===== src/rtl/sgc_pkg.sv =====
package sgc_pkg;

  typedef enum logic [2:0] {
    RC_GRANT     = 3'd0,
    RC_BYPASS    = 3'd1,
    RC_INTERLACE = 3'd2,
    RC_SIZE      = 3'd3,
    RC_COUNT     = 3'd4,
    RC_RATIO     = 3'd5
  } resp_code_e;

  typedef enum logic [1:0] {
    ST_IDLE  = 2'd0,
    ST_CHECK = 2'd1,
    ST_DIV   = 2'd2
  } ctrl_state_e;

  // ratio limits in 16.16
  localparam int unsigned LIM_FULL  = 32'h0002_FFFF;
  localparam int unsigned LIM_H420  = 32'h0001_7FFF;
  localparam int unsigned LIM_UNITY = 32'h0001_0000;

  localparam int unsigned MIN_SRC_PLAIN = 8;
  localparam int unsigned MIN_SRC_SEMI  = 16;
  localparam int unsigned MIN_DST       = 8;

  localparam int unsigned FRAC_BITS = 16;

endpackage


===== src/rtl/sgc_ratio_div.sv =====
module sgc_ratio_div #(
  parameter int DIM_W = 14
) (
  input  logic                        clk,
  input  logic                        rst,
  input  logic                        start_i,
  input  logic [DIM_W-1:0]            num_i,
  input  logic [DIM_W-1:0]            den_i,
  output logic [DIM_W+16-1:0]         quo_o,
  output logic                        done_o
);
  localparam int NUM_W = DIM_W + 16;
  localparam int CW    = $clog2(NUM_W + 1);
  localparam int PW    = NUM_W + DIM_W;

  logic [NUM_W-1:0] quo_r;
  logic [DIM_W:0]   rem_r;
  logic [DIM_W-1:0] den_r;
  logic [DIM_W-1:0] num_r;
  logic [CW-1:0]    cnt_r;
  logic             busy_r;
  logic             done_r;
  logic [DIM_W:0]   trial;

  assign trial = {rem_r[DIM_W-1:0], quo_r[NUM_W-1]};

  always_ff @(posedge clk) begin
    if (rst) begin
      quo_r  <= '0;
      rem_r  <= '0;
      den_r  <= '0;
      num_r  <= '0;
      cnt_r  <= '0;
      busy_r <= 1'b0;
      done_r <= 1'b0;
    end else begin
      done_r <= 1'b0;
      if (start_i) begin
        quo_r  <= {num_i, 16'h0000};
        rem_r  <= '0;
        den_r  <= den_i;
        num_r  <= num_i;
        cnt_r  <= CW'(NUM_W);
        busy_r <= 1'b1;
      end else if (busy_r) begin
        if (trial >= {1'b0, den_r}) begin
          rem_r <= trial - {1'b0, den_r};
          quo_r <= {quo_r[NUM_W-2:0], 1'b1};
        end else begin
          rem_r <= trial;
          quo_r <= {quo_r[NUM_W-2:0], 1'b0};
        end
        cnt_r <= cnt_r - CW'(1);
        if (cnt_r == CW'(1)) begin
          busy_r <= 1'b0;
          done_r <= 1'b1;
        end
      end
    end
  end

  assign quo_o  = quo_r;
  assign done_o = done_r;


  ratio_floor_chk: assert property (@(posedge clk) disable iff (rst)
    (done_r && den_r != '0) |->
      ((PW'(quo_r) * PW'(den_r) <= PW'({num_r, 16'h0000})) &&
       (PW'({num_r, 16'h0000}) < (PW'(quo_r) + PW'(1)) * PW'(den_r))));

endmodule


===== src/rtl/sgc_slot_pick.sv =====
module sgc_slot_pick #(
  parameter int NUM_SCALERS = 2,
  parameter int SW          = 1
) (
  input  logic [NUM_SCALERS-1:0] busy_i,
  output logic                   found_o,
  output logic [SW-1:0]          idx_o
);
  always_comb begin
    found_o = 1'b0;
    idx_o   = '0;
    for (int i = NUM_SCALERS - 1; i >= 0; i--) begin
      if (!busy_i[i]) begin
        found_o = 1'b1;
        idx_o   = SW'(i);
      end
    end
  end
endmodule


===== src/rtl/scaler_grant_ctrl.sv =====
module scaler_grant_ctrl
  import sgc_pkg::*;
#(
  parameter int NUM_USERS      = 4,
  parameter int NUM_SCALERS    = 2,
  parameter int DIM_W          = 14,
  parameter int NEWEST_VARIANT = 0,
  localparam int UW = (NUM_USERS > 1) ? $clog2(NUM_USERS) : 1,
  localparam int SW = (NUM_SCALERS > 1) ? $clog2(NUM_SCALERS) : 1
) (
  input  logic                   clk,
  input  logic                   rst,
  input  logic                   req_valid,
  output logic                   req_ready,
  input  logic [UW-1:0]          req_user,
  input  logic [DIM_W-1:0]       req_src_w,
  input  logic [DIM_W-1:0]       req_src_h,
  input  logic [DIM_W-1:0]       req_dst_w,
  input  logic [DIM_W-1:0]       req_dst_h,
  input  logic                   req_semiplanar,
  input  logic                   req_hdr_plane,
  input  logic                   req_interlaced,
  input  logic                   req_out420,
  input  logic                   rel_valid,
  output logic                   rel_ready,
  input  logic [UW-1:0]          rel_user,
  output logic                   resp_valid,
  output logic [UW-1:0]          resp_user,
  output logic [2:0]             resp_code,
  output logic [SW-1:0]          resp_scaler,
  output logic [NUM_SCALERS-1:0] scaler_busy,
  output logic [NUM_SCALERS-1:0] scaler_hq
);
  localparam int NUM_W = DIM_W + 16;
  localparam int CNTW  = $clog2(NUM_USERS + 1);
  localparam logic [UW-1:0]    PIPE_USER = UW'(NUM_USERS - 1);
  localparam logic [DIM_W-1:0] MIN_SP    = DIM_W'(MIN_SRC_PLAIN);
  localparam logic [DIM_W-1:0] MIN_SS    = DIM_W'(MIN_SRC_SEMI);
  localparam logic [DIM_W-1:0] MIN_D     = DIM_W'(MIN_DST);

  ctrl_state_e state;

  logic [UW-1:0]    r_user;
  logic [DIM_W-1:0] r_sw, r_sh, r_dw, r_dh;
  logic             r_semi, r_hdr, r_intl, r_o420;

  logic [NUM_USERS-1:0] user_has;
  logic [SW-1:0]        user_sid [NUM_USERS];
  logic [NUM_SCALERS-1:0] busy_r, hq_r;

  logic [SW-1:0] cand_r;
  logic          cand_hq_r;
  logic          multi_r;

  resp_code_e    resp_code_r;

  // ---------------- check stage ----------------
  logic                 need;
  logic                 size_bad;
  logic [NUM_USERS-1:0] mask_next;
  logic [CNTW-1:0]      new_cnt;
  logic                 held;
  logic [SW-1:0]        hid;
  logic                 free_found;
  logic [SW-1:0]        free_idx;
  logic [SW-1:0]        cand;
  logic                 single;
  logic                 over_cnt;
  logic                 div_start;

  sgc_slot_pick #(.NUM_SCALERS(NUM_SCALERS), .SW(SW)) pick_i (
    .busy_i  (busy_r),
    .found_o (free_found),
    .idx_o   (free_idx)
  );

  always_comb begin
    need      = (r_sw != r_dw) || (r_sh != r_dh) || (r_semi && !r_hdr);
    size_bad  = (r_sw < (r_semi ? MIN_SS : MIN_SP)) ||
                (r_sh < (r_semi ? MIN_SS : MIN_SP)) ||
                (r_dw < MIN_D) || (r_dh < MIN_D);
    mask_next = user_has | (NUM_USERS'(1) << r_user);
    new_cnt   = '0;
    for (int i = 0; i < NUM_USERS; i++) new_cnt = new_cnt + CNTW'(mask_next[i]);
    over_cnt  = int'(new_cnt) > NUM_SCALERS;
    held      = user_has[r_user];
    hid       = user_sid[r_user];
    single    = (new_cnt == CNTW'(1)) && (NUM_SCALERS > 1);
    if (single)    cand = '0;
    else if (held) cand = hid;
    else           cand = free_idx;
    div_start = (state == ST_CHECK) && need && !r_intl && !size_bad &&
                !over_cnt && (held || free_found || single);
  end

  // ---------------- ratio stage ----------------
  logic [NUM_W-1:0] h_ratio, v_ratio;
  logic             h_done, v_done;
  logic [NUM_W-1:0] h_lim, v_lim;
  logic             ratio_bad;

  sgc_ratio_div #(.DIM_W(DIM_W)) hdiv_i (
    .clk(clk), .rst(rst), .start_i(div_start),
    .num_i(r_sw), .den_i(r_dw), .quo_o(h_ratio), .done_o(h_done)
  );

  sgc_ratio_div #(.DIM_W(DIM_W)) vdiv_i (
    .clk(clk), .rst(rst), .start_i(div_start),
    .num_i(r_sh), .den_i(r_dh), .quo_o(v_ratio), .done_o(v_done)
  );

  always_comb begin
    if (r_user == PIPE_USER && r_o420) begin
      h_lim = NUM_W'(LIM_H420);
      v_lim = NUM_W'(LIM_UNITY);
    end else begin
      h_lim = NUM_W'(LIM_FULL);
      v_lim = (NEWEST_VARIANT != 0 && cand_r != '0) ? NUM_W'(LIM_UNITY)
                                                    : NUM_W'(LIM_FULL);
    end
    ratio_bad = (h_ratio > h_lim) || (v_ratio > v_lim);
  end

  // ---------------- state and pool ----------------
  always_ff @(posedge clk) begin
    if (rst) begin
      state       <= ST_IDLE;
      r_user      <= '0;
      r_sw        <= '0;
      r_sh        <= '0;
      r_dw        <= '0;
      r_dh        <= '0;
      r_semi      <= 1'b0;
      r_hdr       <= 1'b0;
      r_intl      <= 1'b0;
      r_o420      <= 1'b0;
      user_has    <= '0;
      for (int u = 0; u < NUM_USERS; u++) user_sid[u] <= '0;
      busy_r      <= '0;
      hq_r        <= '0;
      cand_r      <= '0;
      cand_hq_r   <= 1'b0;
      multi_r     <= 1'b0;
      resp_valid  <= 1'b0;
      resp_user   <= '0;
      resp_code_r <= RC_GRANT;
      resp_scaler <= '0;
    end else begin
      resp_valid <= 1'b0;
      case (state)
        ST_IDLE: begin
          if (rel_valid) begin
            if (user_has[rel_user]) begin
              busy_r[user_sid[rel_user]] <= 1'b0;
              hq_r[user_sid[rel_user]]   <= 1'b0;
              user_has[rel_user]         <= 1'b0;
            end
          end else if (req_valid) begin
            r_user <= req_user;
            r_sw   <= req_src_w;
            r_sh   <= req_src_h;
            r_dw   <= req_dst_w;
            r_dh   <= req_dst_h;
            r_semi <= req_semiplanar;
            r_hdr  <= req_hdr_plane;
            r_intl <= req_interlaced;
            r_o420 <= req_out420;
            state  <= ST_CHECK;
          end
        end
        ST_CHECK: begin
          resp_user   <= r_user;
          resp_scaler <= '0;
          if (div_start) begin
            cand_r    <= cand;
            cand_hq_r <= single;
            multi_r   <= new_cnt > CNTW'(1);
            state     <= ST_DIV;
          end else begin
            resp_valid <= 1'b1;
            state      <= ST_IDLE;
            if (!need) begin
              resp_code_r <= RC_BYPASS;
              if (held) begin
                busy_r[hid]      <= 1'b0;
                hq_r[hid]        <= 1'b0;
                user_has[r_user] <= 1'b0;
              end
            end else if (r_intl)  resp_code_r <= RC_INTERLACE;
            else if (size_bad)    resp_code_r <= RC_SIZE;
            else                  resp_code_r <= RC_COUNT;
          end
        end
        ST_DIV: begin
          if (h_done && v_done) begin
            resp_valid <= 1'b1;
            state      <= ST_IDLE;
            if (ratio_bad) begin
              resp_code_r <= RC_RATIO;
            end else begin
              resp_code_r <= RC_GRANT;
              resp_scaler <= cand_r;
              if (user_has[r_user] && user_sid[r_user] != cand_r) begin
                busy_r[user_sid[r_user]] <= 1'b0;
                hq_r[user_sid[r_user]]   <= 1'b0;
              end
              if (multi_r) hq_r <= '0;
              busy_r[cand_r]   <= 1'b1;
              hq_r[cand_r]     <= cand_hq_r;
              user_has[r_user] <= 1'b1;
              user_sid[r_user] <= cand_r;
            end
          end
        end
        default: state <= ST_IDLE;
      endcase
    end
  end

  assign req_ready   = (state == ST_IDLE) && !rel_valid;
  assign rel_ready   = (state == ST_IDLE);
  assign resp_code   = resp_code_r;
  assign scaler_busy = busy_r;
  assign scaler_hq   = hq_r;


  hq_single_chk: assert property (@(posedge clk) disable iff (rst)
    (|scaler_hq) |-> ($countones(scaler_busy) == 1 && $countones(scaler_hq) == 1));


  grant_busy_chk: assert property (@(posedge clk) disable iff (rst)
    (resp_valid && resp_code == 3'(RC_GRANT)) |-> scaler_busy[resp_scaler]);


  resp_pulse_chk: assert property (@(posedge clk) disable iff (rst)
    resp_valid |=> !resp_valid);


  release_free_chk: assert property (@(posedge clk) disable iff (rst)
    (rel_valid && rel_ready) |=> ($countones(scaler_busy) <= $countones($past(scaler_busy))));


  busy_stall_chk: assert property (@(posedge clk) disable iff (rst)
    (req_valid && req_ready) |=> !req_ready);

endmodule


===== config.mk =====
export PLATFORM = sky130hd
export DESIGN_NAME = scaler_grant_ctrl
export DESIGN_NICKNAME = d
export VERILOG_FILES = /design/src/rtl/sgc_pkg.sv /design/src/rtl/sgc_ratio_div.sv /design/src/rtl/sgc_slot_pick.sv /design/src/rtl/scaler_grant_ctrl.sv
export SDC_FILE = /design/constraint.sdc
export NUM_CORES = 1
export LEC_CHECK = 0
export ABC_AREA = 1
export BUFFER_PORTS_ARGS = -buffer_cell sky130_fd_sc_hd__buf_4
export CAP_MARGIN = 0
export CORE_ASPECT_RATIO = 1.4
export CORE_MARGIN = 2
export CORE_UTILIZATION = 45
export DETAILED_ROUTE_END_ITERATION = 8
export GPL_ROUTABILITY_DRIVEN = 1
export SETUP_SLACK_MARGIN = 0.2
export SLEW_MARGIN = 20
export SYNTH_ARGS = -nofsm -noshare
export SYNTH_HDL_FRONTEND = slang
export SYNTH_HIERARCHICAL = 1
export SYNTH_SLANG_ARGS = --single-unit

===== constraint.sdc =====
create_clock -name clk -period 10.5 [get_ports clk]
set_input_delay 2.1 -clock clk [delete_from_list [all_inputs] [get_ports clk]]
set_output_delay 2.1 -clock clk [all_outputs]
set_load 0.01 [all_outputs]

==> reports/results.ini, run 1 <==
[synthesis]
synth_top_area_cell=dfxtp_1
ys_ff_latch=218
ys_seq_area_share_pct=36.5
synthesis.nets=1852
synth-async-reset-ratio_pct=0
synthFlopType=dfxtp_1
synth_top_area_share_pct=35.5
synth_enable_flop_cells=4
synth_cell_type_count=59
yosys_warnings=6
synth.avg_cell_area_sq_um=6.98
netlist_instances=1728
yosys-top-cells-area=dfxtp_1 (36%), nand2_1 (12%), a21oi_1 (6.1%)
synth_area_sq_um=12100

[pwr]
p_leak_nw=6.10
powerDensity_nw_per_um2=230
irDropWorstVdd_uv=107
p_sw_w=0.00124
switching_share_pct=39.9
seq_power_share_pct=32.7
p_int_w=0.00188
combPwrFrac_pct=39.6
clkPwrFrac_pct=27.7

[routing]
wl_met2_um=16900
drtPass1Iterations=5
via_per_inst=5.31
drtIter0Drc=532
drcViolationCount=0
dr_total_vias=11167
drt-met1-wl_um=14300
antenna_left=0
wire_per_inst_um=15.9
wl_um=33500
top_layer=met4
routed-wl-met3_um=1120

[run]
maxCapViolCount=0

[timing]
clock_skew_ns=0.0175
period_share_pct=46.9
worst_pin_slew_ns=1.07
slew_headroom_pct=28.1
fin_tns_setup_ns=0
period_needed_ns=4.92
max_freq_mhz=203
setup_viol=0
rsz0062_at_grt=no
drv_slew=0
hold_viol_final=0

[layout]
area_growth_syn_to_layout_pct=12.4
insertedDiodeCount=0
fin_nets=1890
finalCoreUtilization_pct=51.6
drive_gt1_share_pct=12.2

[critical_path]
path_max_fanout=43
start_kind=flip-flop
path_common_cell=nand2_1
cpMaxStageDelayCell=clkinv_1
cp-end-kind=flip-flop
cp_slowest_stage_delay_ns=0.99
path_class=flip-flop to flip-flop
cp_cell_sequence=inv_1 > nand2_1 > nand2_1 > fa_1 > ha_1 > inv_1 > ha_1 > inv_1 > nand2_1 > nor2_1 > nor2_1 > nand2_1 > o21ai_0 > nor2_1 > nand2_1 > inv_1 > buf_4 > clkinv_1 > o21ai_0 > a211oi_1
cp.arrival_ns=5.30
required_ns=10.88

[die]
die_h_um=198
design.core.area_sq_um=26300
ios=81
die_width_um=142
floorplan.die_area_sq_um=28200
rows=70
start_util_pct=45.9

[global_route]
first_global_vias=10690
gr-total-overflow=0
global_route.usage.total_pct=23.8
grt_max_degree=81
grt_pass1_wl_um=54200
antenna_found_initial=0

[clock_network]
cts_tree=yes
cts_setup_buffers=0
clock_latency_ns=0.52
ctsHoldBuffers=0
cts_resized=0
cts_buffer_depth=3
cts_root_buf=clkbuf_16
clock_sink_count=218
cts_max_level=1
path_clk_slew_ns=0.06
cts_inserted_buffers=23

[place]
io_buffers=80
globalplace.congestion=0.913
place_hpwl_um=24200

[outcome]
status=complete, no violations

[hold_path]
hold_class=flip-flop to flip-flop

==> state kept, by name, summed over array words and instances (netlist names), 2 cells and up, named ones only <==
register,cells
hdiv_i/cnt_r,5
hdiv_i/den_r,14
hdiv_i/quo_o,30
hdiv_i/rem_r,14
r_dh,14
r_dw,14
r_sh,14
r_sw,14
r_user,2
resp_code,3
resp_user,2
scaler_busy,2
scaler_hq,2
state,2
user_has,4
user_sid,4
vdiv_i/cnt_r,5
vdiv_i/den_r,14
vdiv_i/quo_o,30
vdiv_i/rem_r,14
==> synthesized netlist by cell type (all sizes together) (4+ instances only) <==
library cell  instances
a211oi                4
a21oi               151
a221oi                4
a31oi                 4
buf                  27
clkbuf               46
clkinv                4
dfxtp               214
edfxtp                4
ha                   53
inv                 200
nand2               401
nand3                80
nand3b                9
nand4                30
nor2                206
nor3                 41
nor4                 12
o211ai                9
o21ai               136
o221ai               24
or2                  12
xnor2                13
xor2                 22
==> cell type report <==
cell class	count	area, sq um
clock buffers	27	622
clock inverters	12	165
fillers	2706	12700
inverters	204	766
multi-input cells	1233	6560
flip-flops and latches	218	4400
well taps	324	405
repair buffers	86	646
==> metrics by stage <==
step | instances | total power (W) | setup slack [ns] | area (sq um) | hold slack (ns)
floorplan | 1728 | 0.00199 | 6.10 | 12100 | 0.437
global placement | 2065 | 0.00226 | 5.82 | 12800 | 0.451
detailed placement | 2065 | 0.00227 | 5.69 | 12800 | 0.459
CTS | 2104 | 0.00314 | 5.64 | 13600 | 0.469
global route | 2104 | 0.00333 | 5.16 | 13600 | 0.487
finish | 2104 | 0.00312 | 5.58 | 13600 | 0.463
==> kinds of logic (layout without fill, tap and decap cells) <==
kind of cell,Yosys count,in the layout,synth area share [%]
buffers and inverters,277,329,9.18
and+or+nand+nor,796,796,29.7
DFF,218,218,36.5
adders and majority gates,56,56,5.99
AOI/OAI and AO/OA,346,346,16.1
xor gates and xnor gates,35,35,2.54
==> power by group through the flow <==
stage	clock network [W]	logic (W)	registers, W
detailed placement	0	0.00123	0.00104
CTS	0.000881	0.00124	0.00102
global placement	0	0.00122	0.00104
finish	0.000864	0.00123	0.00102
floorplan	0	0.000981	0.00101
global route	0.000914	0.00138	0.00103
==> worst max-delay path, delay by kind of cell, from the launching register on <==
| kind | cells | cell delay [ns] |
|---|---|---|
| adders and majority gates | 3 | 0.98 |
| and+or+nand+nor | 8 | 0.84 |
| DFF | 1 | 0.47 |
| buffers and inverters | 6 | 1.74 |
| AOI/OAI and AO/OA | 3 | 0.75 |
==> cell usage in the layout, fill, tap and decap left out, drive strengths merged, types with 2 or more instances in the layout <==
cell | netlist | routed
o22ai | 2 | 2
ha | 53 | 53
buf | 27 | 86
a21oi | 151 | 151
o21ai | 136 | 136
nor4 | 12 | 12
xnor2 | 13 | 13
bufinv | 0 | 4
nand4 | 30 | 30
nand3b | 9 | 9
or2 | 12 | 12
a31oi | 4 | 4
edfxtp | 4 | 4
xor2 | 22 | 22
inv | 200 | 201
fa | 3 | 3
clkinv | 4 | 9
nor3 | 41 | 41
o21bai | 3 | 3
nand3 | 80 | 80
o221ai | 24 | 24
nand2 | 401 | 401
a221oi | 4 | 4
clkbuf | 46 | 27
a211oi | 4 | 4
dfxtp | 214 | 214
o211ai | 9 | 9
nor2 | 206 | 206
a21o | 3 | 3
clkinvlp | 0 | 2
==> layer usage <==
metal	track usage, %	up-vias
met3	2.56	67
met5	0	-
met2	43.3	198
met4	8.21	0
li1	-	5755
met1	29.1	5147
==> worst paths after layout <==
kind | from | end | slack [ns] | depth (start not counted)
setup / recovery | r_user[1] | vdiv_i/quo_o[28] | 5.58 | 20
hold / removal | hdiv_i/den_r[9] | hdiv_i/den_r[9] | 0.46 | 2
setup reg to reg | r_user[1] | vdiv_i/quo_o[28] | 5.58 | 20
hold reg to reg | hdiv_i/den_r[9] | hdiv_i/den_r[9] | 0.46 | 2
Note: power is estimated with default switching activity, not from simulation.
==> run 2: changes to the inputs <==
--- a/config.mk
+++ b/config.mk
@@ -5,7 +5,7 @@
 export SDC_FILE = /design/constraint.sdc
 export NUM_CORES = 1
 export LEC_CHECK = 0
-export ABC_AREA = 1
+export ABC_AREA = 0
 export BUFFER_PORTS_ARGS = -buffer_cell sky130_fd_sc_hd__buf_4
 export CAP_MARGIN = 0
 export CORE_ASPECT_RATIO = 1.4
==> constraint.sdc (replaced) <==
create_clock -name clk -period 5.2 [get_ports clk]
set_input_delay 1.04 -clock clk [delete_from_list [all_inputs] [get_ports clk]]
set_output_delay 1.04 -clock clk [all_outputs]
set_load 0.01 [all_outputs]
==> reports/results.ini, run 2 <==
[synthesis]
synthesis.nets=1516  ; -18%
synthFlopType=dfxtp_1
yosys_warnings=6  ; unchanged
netlist_instances=1392  ; -19%
yosysMostFrequentCell=dfxtp_1
synth_area_sq_um=11600  ; -4.2%
ys_top_cells_by_count=dfxtp_1 (214), nand2_1 (191), nor2_1 (176)
ys_ff_latch=218  ; unchanged
synth_enable_flop_cells=4  ; unchanged
yosys.area_share.simple_pct=21.8  ; -7.9 points
synth_compound_area_share_pct=16.4  ; +0.23 points
ys_seq_area_share_pct=38.1  ; +1.6 points
synth_xor_area_share_pct=3.79  ; +1.2 points
synth_cell_type_count=89  ; +51%
synth-async-reset-ratio_pct=0  ; unchanged
synth_top_area_share_pct=37.1  ; +1.6 points
synth_top_area_cell=dfxtp_1
yosys-top-cells-area=dfxtp_1 (37%), mux2i_1 (8.1%), nand2_1 (6.2%)
synth_top_family_by_area=simple AND/OR/NAND/NOR gates
synth.avg_cell_area_sq_um=8.30  ; +19%
synth_mux_area_share_pct=9.21  ; +9.2 points
synthAdderAreaFrac_pct=6.26  ; +0.26 points

[global_route]
first_global_vias=9505  ; -11%
grt_pass1_wl_um=48800  ; -10%
global_route.usage.total_pct=21.7  ; -2.2 points
antenna_found_initial=0  ; unchanged
gr-total-overflow=0  ; unchanged
grt_max_degree=92  ; +14%

[critical_path]
reg2reg_depth=16  ; -20%
worstReg2RegStart=r_user[1]
path_max_fanout=16  ; -63%
cp.arrival_ns=4.82  ; -0.48 ns
cp-end-kind=flip-flop
required_ns=5.59  ; -5.29 ns
reg2reg_slack_ns=0.77  ; -4.81 ns
start_kind=flip-flop
path_class=flip-flop to flip-flop
worstReg2RegEnd=hdiv_i/rem_r[13]

[hold_path]
worstHoldEndpoint=r_o420
hold_start=r_o420
hold_class=flip-flop to flip-flop
whs_path_depth=2  ; unchanged

[place]
place_hpwl_um=21600  ; -11%
io_buffers=80  ; unchanged
placedCellCount=1729  ; -16%
globalplace.congestion=0.870  ; -4.7%

[timing]
max_freq_mhz=226  ; +11%
period_needed_ns=4.43  ; -0.490 ns
hold_viol_final=0  ; unchanged
worst_pin_slew_ns=1.05  ; -0.0188 ns
slew_headroom_pct=29.8  ; +1.7 points
clock_skew_ns=0.0151  ; -0.00242 ns
drv_slew=0  ; unchanged
rsz0062_at_grt=no
fin_tns_setup_ns=0  ; unchanged
setup_viol=0  ; unchanged
period_share_pct=85.3  ; +38 points

[layout]
final_common_cell=dfxtp_1
fillCellCount=2419  ; -11%
drive_gt1_share_pct=12.5  ; +0.35 points
insertedDiodeCount=0  ; unchanged
layout_common_cells=dfxtp_1 (212), nand2_1 (190), nor2_1 (176)
layout.cells.non_filler=1770  ; -16%
area_growth_syn_to_layout_pct=13.5
fin_nets=1559  ; -18%

[clock_network]
ctsHoldBuffers=0  ; unchanged
path_clk_slew_ns=0.06  ; about the same
cts_inserted_buffers=23  ; unchanged
cts_max_level=1  ; unchanged
clock_sink_count=218  ; unchanged
cts_tree=yes
cts_buffer_depth=3  ; unchanged
clock_latency_ns=0.52  ; about the same
cts_resized=0  ; unchanged
cts_root_buf=clkbuf_16
cts_setup_buffers=0  ; unchanged

[die]
rows=69  ; -1.4%
ios=81  ; unchanged
design.core.area_sq_um=25300  ; -3.7%
start_util_pct=45.7  ; -0.23 points
floorplan.die_area_sq_um=27000  ; -4.1%
die_h_um=194  ; -2.1%
die_width_um=139  ; -2.1%

[routing]
via_per_inst=5.54  ; +4.4%
dr_total_vias=9805  ; -12%
drtPass1Iterations=5  ; unchanged
wire_per_inst_um=16.9  ; +5.9%
antenna_left=0  ; unchanged
drcViolationCount=0  ; unchanged
drtIter0Drc=682  ; +28%
wl_um=29800  ; -11%

[run]
maxCapViolCount=0  ; unchanged

[outcome]
status=complete, no violations

[pwr]
powerDensity_nw_per_um2=307  ; +34%
irDropWorstVdd_uv=260  ; +140%
p_leak_nw=5.02  ; -18%

[run 2: layout make-up]
class                   count  area [sq um]  area share (%)
repair buffers             90           688            5.25
inverters                  59           223            1.70
well taps                 319           399            3.04
multi-input cells        1043          6640            50.6
clock buffers              31           666            5.07
flip-flops and latches    218          4410            33.6
clock inverters            10          92.6           0.706
[run 2: cell families after synthesis]
kind of cell / count (synthesis)
flops: 218
xor+xnor: 50
fa+ha+maj: 56
buf+inv: 131
compound gates: 299
simple gates: 538
mux: 100
[run 2: worst max-delay path, stage by stage, from the launching register on]
cell and delay (ns):
dfxtp_1 0.45, and2b_1 0.26, or2_2 0.30, fa_1 0.51
ha_1 0.17, inv_1 0.05, ha_1 0.28, nor3b_1 0.34
o31ai_1 0.12, nand2_1 0.07, inv_1 0.03, or4b_1 0.70
clkinv_2 0.22, nor2_1 0.24, and3_1 0.30, a31oi_1 0.18
o31ai_1 0.09
[run 2: metrics by stage]
step	hold slack [ns]	util, %	power, W	setup WS, ns	cell area (sq um)
3_3_place_gp	0.462	48.9	0.00241	0.913	12400
2_1_floorplan	0.433	-	0.00224	0.846	11600
3_5_place_dp	0.467	48.9	0.00241	0.802	12400
4_1_cts	0.475	51.9	0.00407	0.777	13100
5_1_grt	0.490	51.9	0.00420	0.474	13100
6_report	0.473	51.9	0.00403	0.766	13100
[run 2: routing by layer]
layer	up-vias	part of all wire (%)	GRT usage [%]
li1	4969	-	-
met1	4618	45	27.9
met2	169	50	38.6
met3	49	3.0	2.22
met4	0	2.4	5.72
met5	-	0	0
[run 2: worst max-delay path by stage]
stage / start / to / slack (ns) / depth (start not counted)
floorplan: r_user[1] / vdiv_i/den_r[10] / 0.85 / 17
global placement: r_user[1] / hdiv_i/rem_r[13] / 0.91 / 16
detailed placement: r_user[1] / hdiv_i/rem_r[13] / 0.80 / 16
CTS: r_user[1] / hdiv_i/rem_r[13] / 0.78 / 16
global route: r_user[0] / hdiv_i/rem_r[13] / 0.47 / 16
finish: r_user[1] / hdiv_i/rem_r[13] / 0.77 / 16
[run 2: where the power goes]
group / internal [W] / switching (W)
clock network: 0.000952 / 0.000700
registers: 0.00172 / 0.0000590
logic: 0.000235 / 0.000365
==> run 3: changes to the inputs <==
==> constraint.sdc (replaced) <==
create_clock -name clk -period 5.72 [get_ports clk]
set_input_delay 1.144 -clock clk [delete_from_list [all_inputs] [get_ports clk]]
set_output_delay 1.144 -clock clk [all_outputs]
set_load 0.01 [all_outputs]
==> reports/results.ini, run 3 (same netlist as run 2, synthesis figures left out) <==
[outcome]
status=complete, no violations

[layout]
fillCellCount=2446  ; +1.1%
layout_common_cells=dfxtp_1 (212), nand2_1 (190), nor2_1 (176)
fin_nets=1557  ; -0.13%
insertedDiodeCount=0  ; unchanged
final_common_cell=dfxtp_1
drive_gt1_share_pct=12.3  ; -0.26 points
area_growth_syn_to_layout_pct=13.7

[clock_network]
cts_inserted_buffers=23  ; unchanged
cts_max_level=1  ; unchanged
clock_latency_ns=0.51  ; about the same
cts_setup_buffers=0  ; unchanged
ctsHoldBuffers=0  ; unchanged
clock_sink_count=218  ; unchanged
path_clk_slew_ns=0.06  ; about the same
cts_tree=yes
cts_root_buf=clkbuf_16
cts_buffer_depth=3  ; unchanged
cts_resized=0  ; unchanged

[global_route]
gr-total-overflow=0  ; unchanged
grt_max_degree=101  ; +9.8%
first_global_vias=9631  ; +1.3%
grt_pass1_wl_um=49500  ; +1.4%
global_route.usage.total_pct=22.0  ; +0.33 points
antenna_found_initial=0  ; unchanged

[routing]
drt-met1-wl_um=13100  ; -1.6%
via_per_inst=5.56  ; +0.45%
drtIter0Drc=516  ; -24%
wl_met2_um=14800  ; -0.48%
top_layer=met4
routed-wl-met3_um=1040  ; +15%
wire_per_inst_um=16.9  ; +0.28%
drcViolationCount=0  ; unchanged
antenna_left=0  ; unchanged
wl_um=29900  ; +0.17%
drtPass1Iterations=5  ; unchanged
dr_total_vias=9838  ; +0.34%

[timing]
worst_pin_slew_ns=1.06  ; +0.00779 ns
fin_tns_setup_ns=0  ; unchanged
setup_viol=0  ; unchanged
period_needed_ns=4.43  ; -0.00826 ns
clock_skew_ns=0.00917  ; -0.00589 ns
max_freq_mhz=226  ; +0.19%
hold_viol_final=0  ; unchanged
period_share_pct=77.4  ; -7.9 points
slew_headroom_pct=29.3  ; -0.52 points
drv_slew=0  ; unchanged
rsz0062_at_grt=no

[hold_path]
hold_start=scaler_hq[0]
hold_class=flip-flop to flip-flop
worstHoldEndpoint=scaler_hq[0]
whs_path_depth=2  ; unchanged

[pwr]
irDropWorstVdd_uv=209  ; -20%
p_leak_nw=5.02  ; about the same
switching_share_pct=26.9  ; -0.98 points
clkPwrFrac_pct=42.1  ; +1.1 points
p_sw_w=0.00100  ; -11%
p_int_w=0.00273  ; -6.1%
total_power_w=0.00373  ; -7.4%
combPwrFrac_pct=14.7  ; -0.2 points
powerDensity_nw_per_um2=284  ; -7.5%
seq_power_share_pct=43.2  ; -0.9 points

[run]
maxCapViolCount=0  ; unchanged

[critical_path]
reg2reg_depth=16  ; unchanged
cp.arrival_ns=4.78  ; -0.04 ns
worstReg2RegStart=r_user[1]
required_ns=6.08  ; +0.49 ns
path_max_fanout=94  ; +78
path_delay_family=simple AND/OR/NAND/NOR gates
worstReg2RegEnd=vdiv_i/quo_o[24]
cpMaxStageDelayCell=or4b_1
cp_cell_sequence=and2b_1 > or2_2 > fa_1 > ha_1 > inv_1 > ha_1 > nor3b_1 > o31ai_1 > nand2_1 > inv_1 > or4b_1 > clkinv_2 > buf_12 > nor2_1 > a21oi_1 > nor2_1
reg2reg_slack_ns=1.29  ; +0.53 ns
cp_slowest_stage_delay_ns=0.69  ; about the same
start_kind=flip-flop
crit_buf_inv=4  ; +1
cp-end-kind=flip-flop
path_class=flip-flop to flip-flop

[place]
globalplace.congestion=0.874  ; +0.36%
io_buffers=80  ; unchanged
place_hpwl_um=21400  ; -0.85%

[die]
start_util_pct=45.7  ; unchanged
ios=81  ; unchanged
die_width_um=139  ; unchanged
rows=69  ; unchanged
floorplan.die_area_sq_um=27000  ; unchanged
design.core.area_sq_um=25300  ; unchanged
die_h_um=194  ; unchanged

==> run 3: worst max path at each step <==
stage	start	to	slack, ns	cells past startpoint
after global placement	r_user[1]	vdiv_i/rem_r[12]	1.43	16
final	r_user[1]	vdiv_i/quo_o[24]	1.29	16
after CTS	r_user[1]	hdiv_i/rem_r[13]	1.31	15
after floorplan	r_user[1]	vdiv_i/den_r[10]	1.37	17
after global routing	r_user[1]	hdiv_i/rem_r[13]	0.89	15
after detailed placement	r_user[1]	vdiv_i/rem_r[12]	1.32	16
==> run 3: final cells by class <==
type                            count  area [sq um]  area share (%)
Tap cell                          319           399            3.04
Clock inverter                      8           126           0.962
Multi-Input combinational cell   1043          6640            50.5
Timing Repair Buffer               88           673            5.12
Sequential cell                   218          4410            33.5
Inverter                           59           223            1.69
Clock buffer                       33           673            5.12
==> run 3: routing by layer <==
layer,track usage (%),vias up
li1,-,4947
met1,28.0,4635
met2,38.6,202
met3,2.30,54
met4,7.71,0
met5,0,-
==> run 3: worst min-delay path, delay by kind of cell, from the launching register on <==
| family | cells | cell delay, ns |
|---|---|---|
| simple gates | 1 | 0.05 |
| compound gates | 1 | 0.07 |
| flops | 1 | 0.32 |
==> run 3: metrics by stage <==
| step | instances | hold slack, ns | setup WS [ns] | instance area (sq um) | utilization [%] |
|---|---|---|---|---|---|
| 3_3_place_gp | 1727 | 0.455 | 1.43 | 12300 | 48.8 |
| 6_report | 1768 | 0.474 | 1.29 | 13100 | 52.0 |
| 4_1_cts | 1768 | 0.470 | 1.31 | 13100 | 52.0 |
| 5_1_grt | 1768 | 0.500 | 0.886 | 13100 | 52.0 |
| 3_5_place_dp | 1727 | 0.462 | 1.32 | 12300 | 48.8 |
| 2_1_floorplan | 1392 | 0.433 | 1.37 | 11600 | - |
==> run 3: power by group through the flow <==
stage	Sequential [W]	Combinational (W)	Clock (W)
global route	0.00162	0.000609	0.00167
global placement	0.00165	0.000544	0
finish	0.00161	0.000548	0.00157
CTS	0.00161	0.000549	0.00161
detailed placement	0.00165	0.000547	0
floorplan	0.00163	0.000409	0
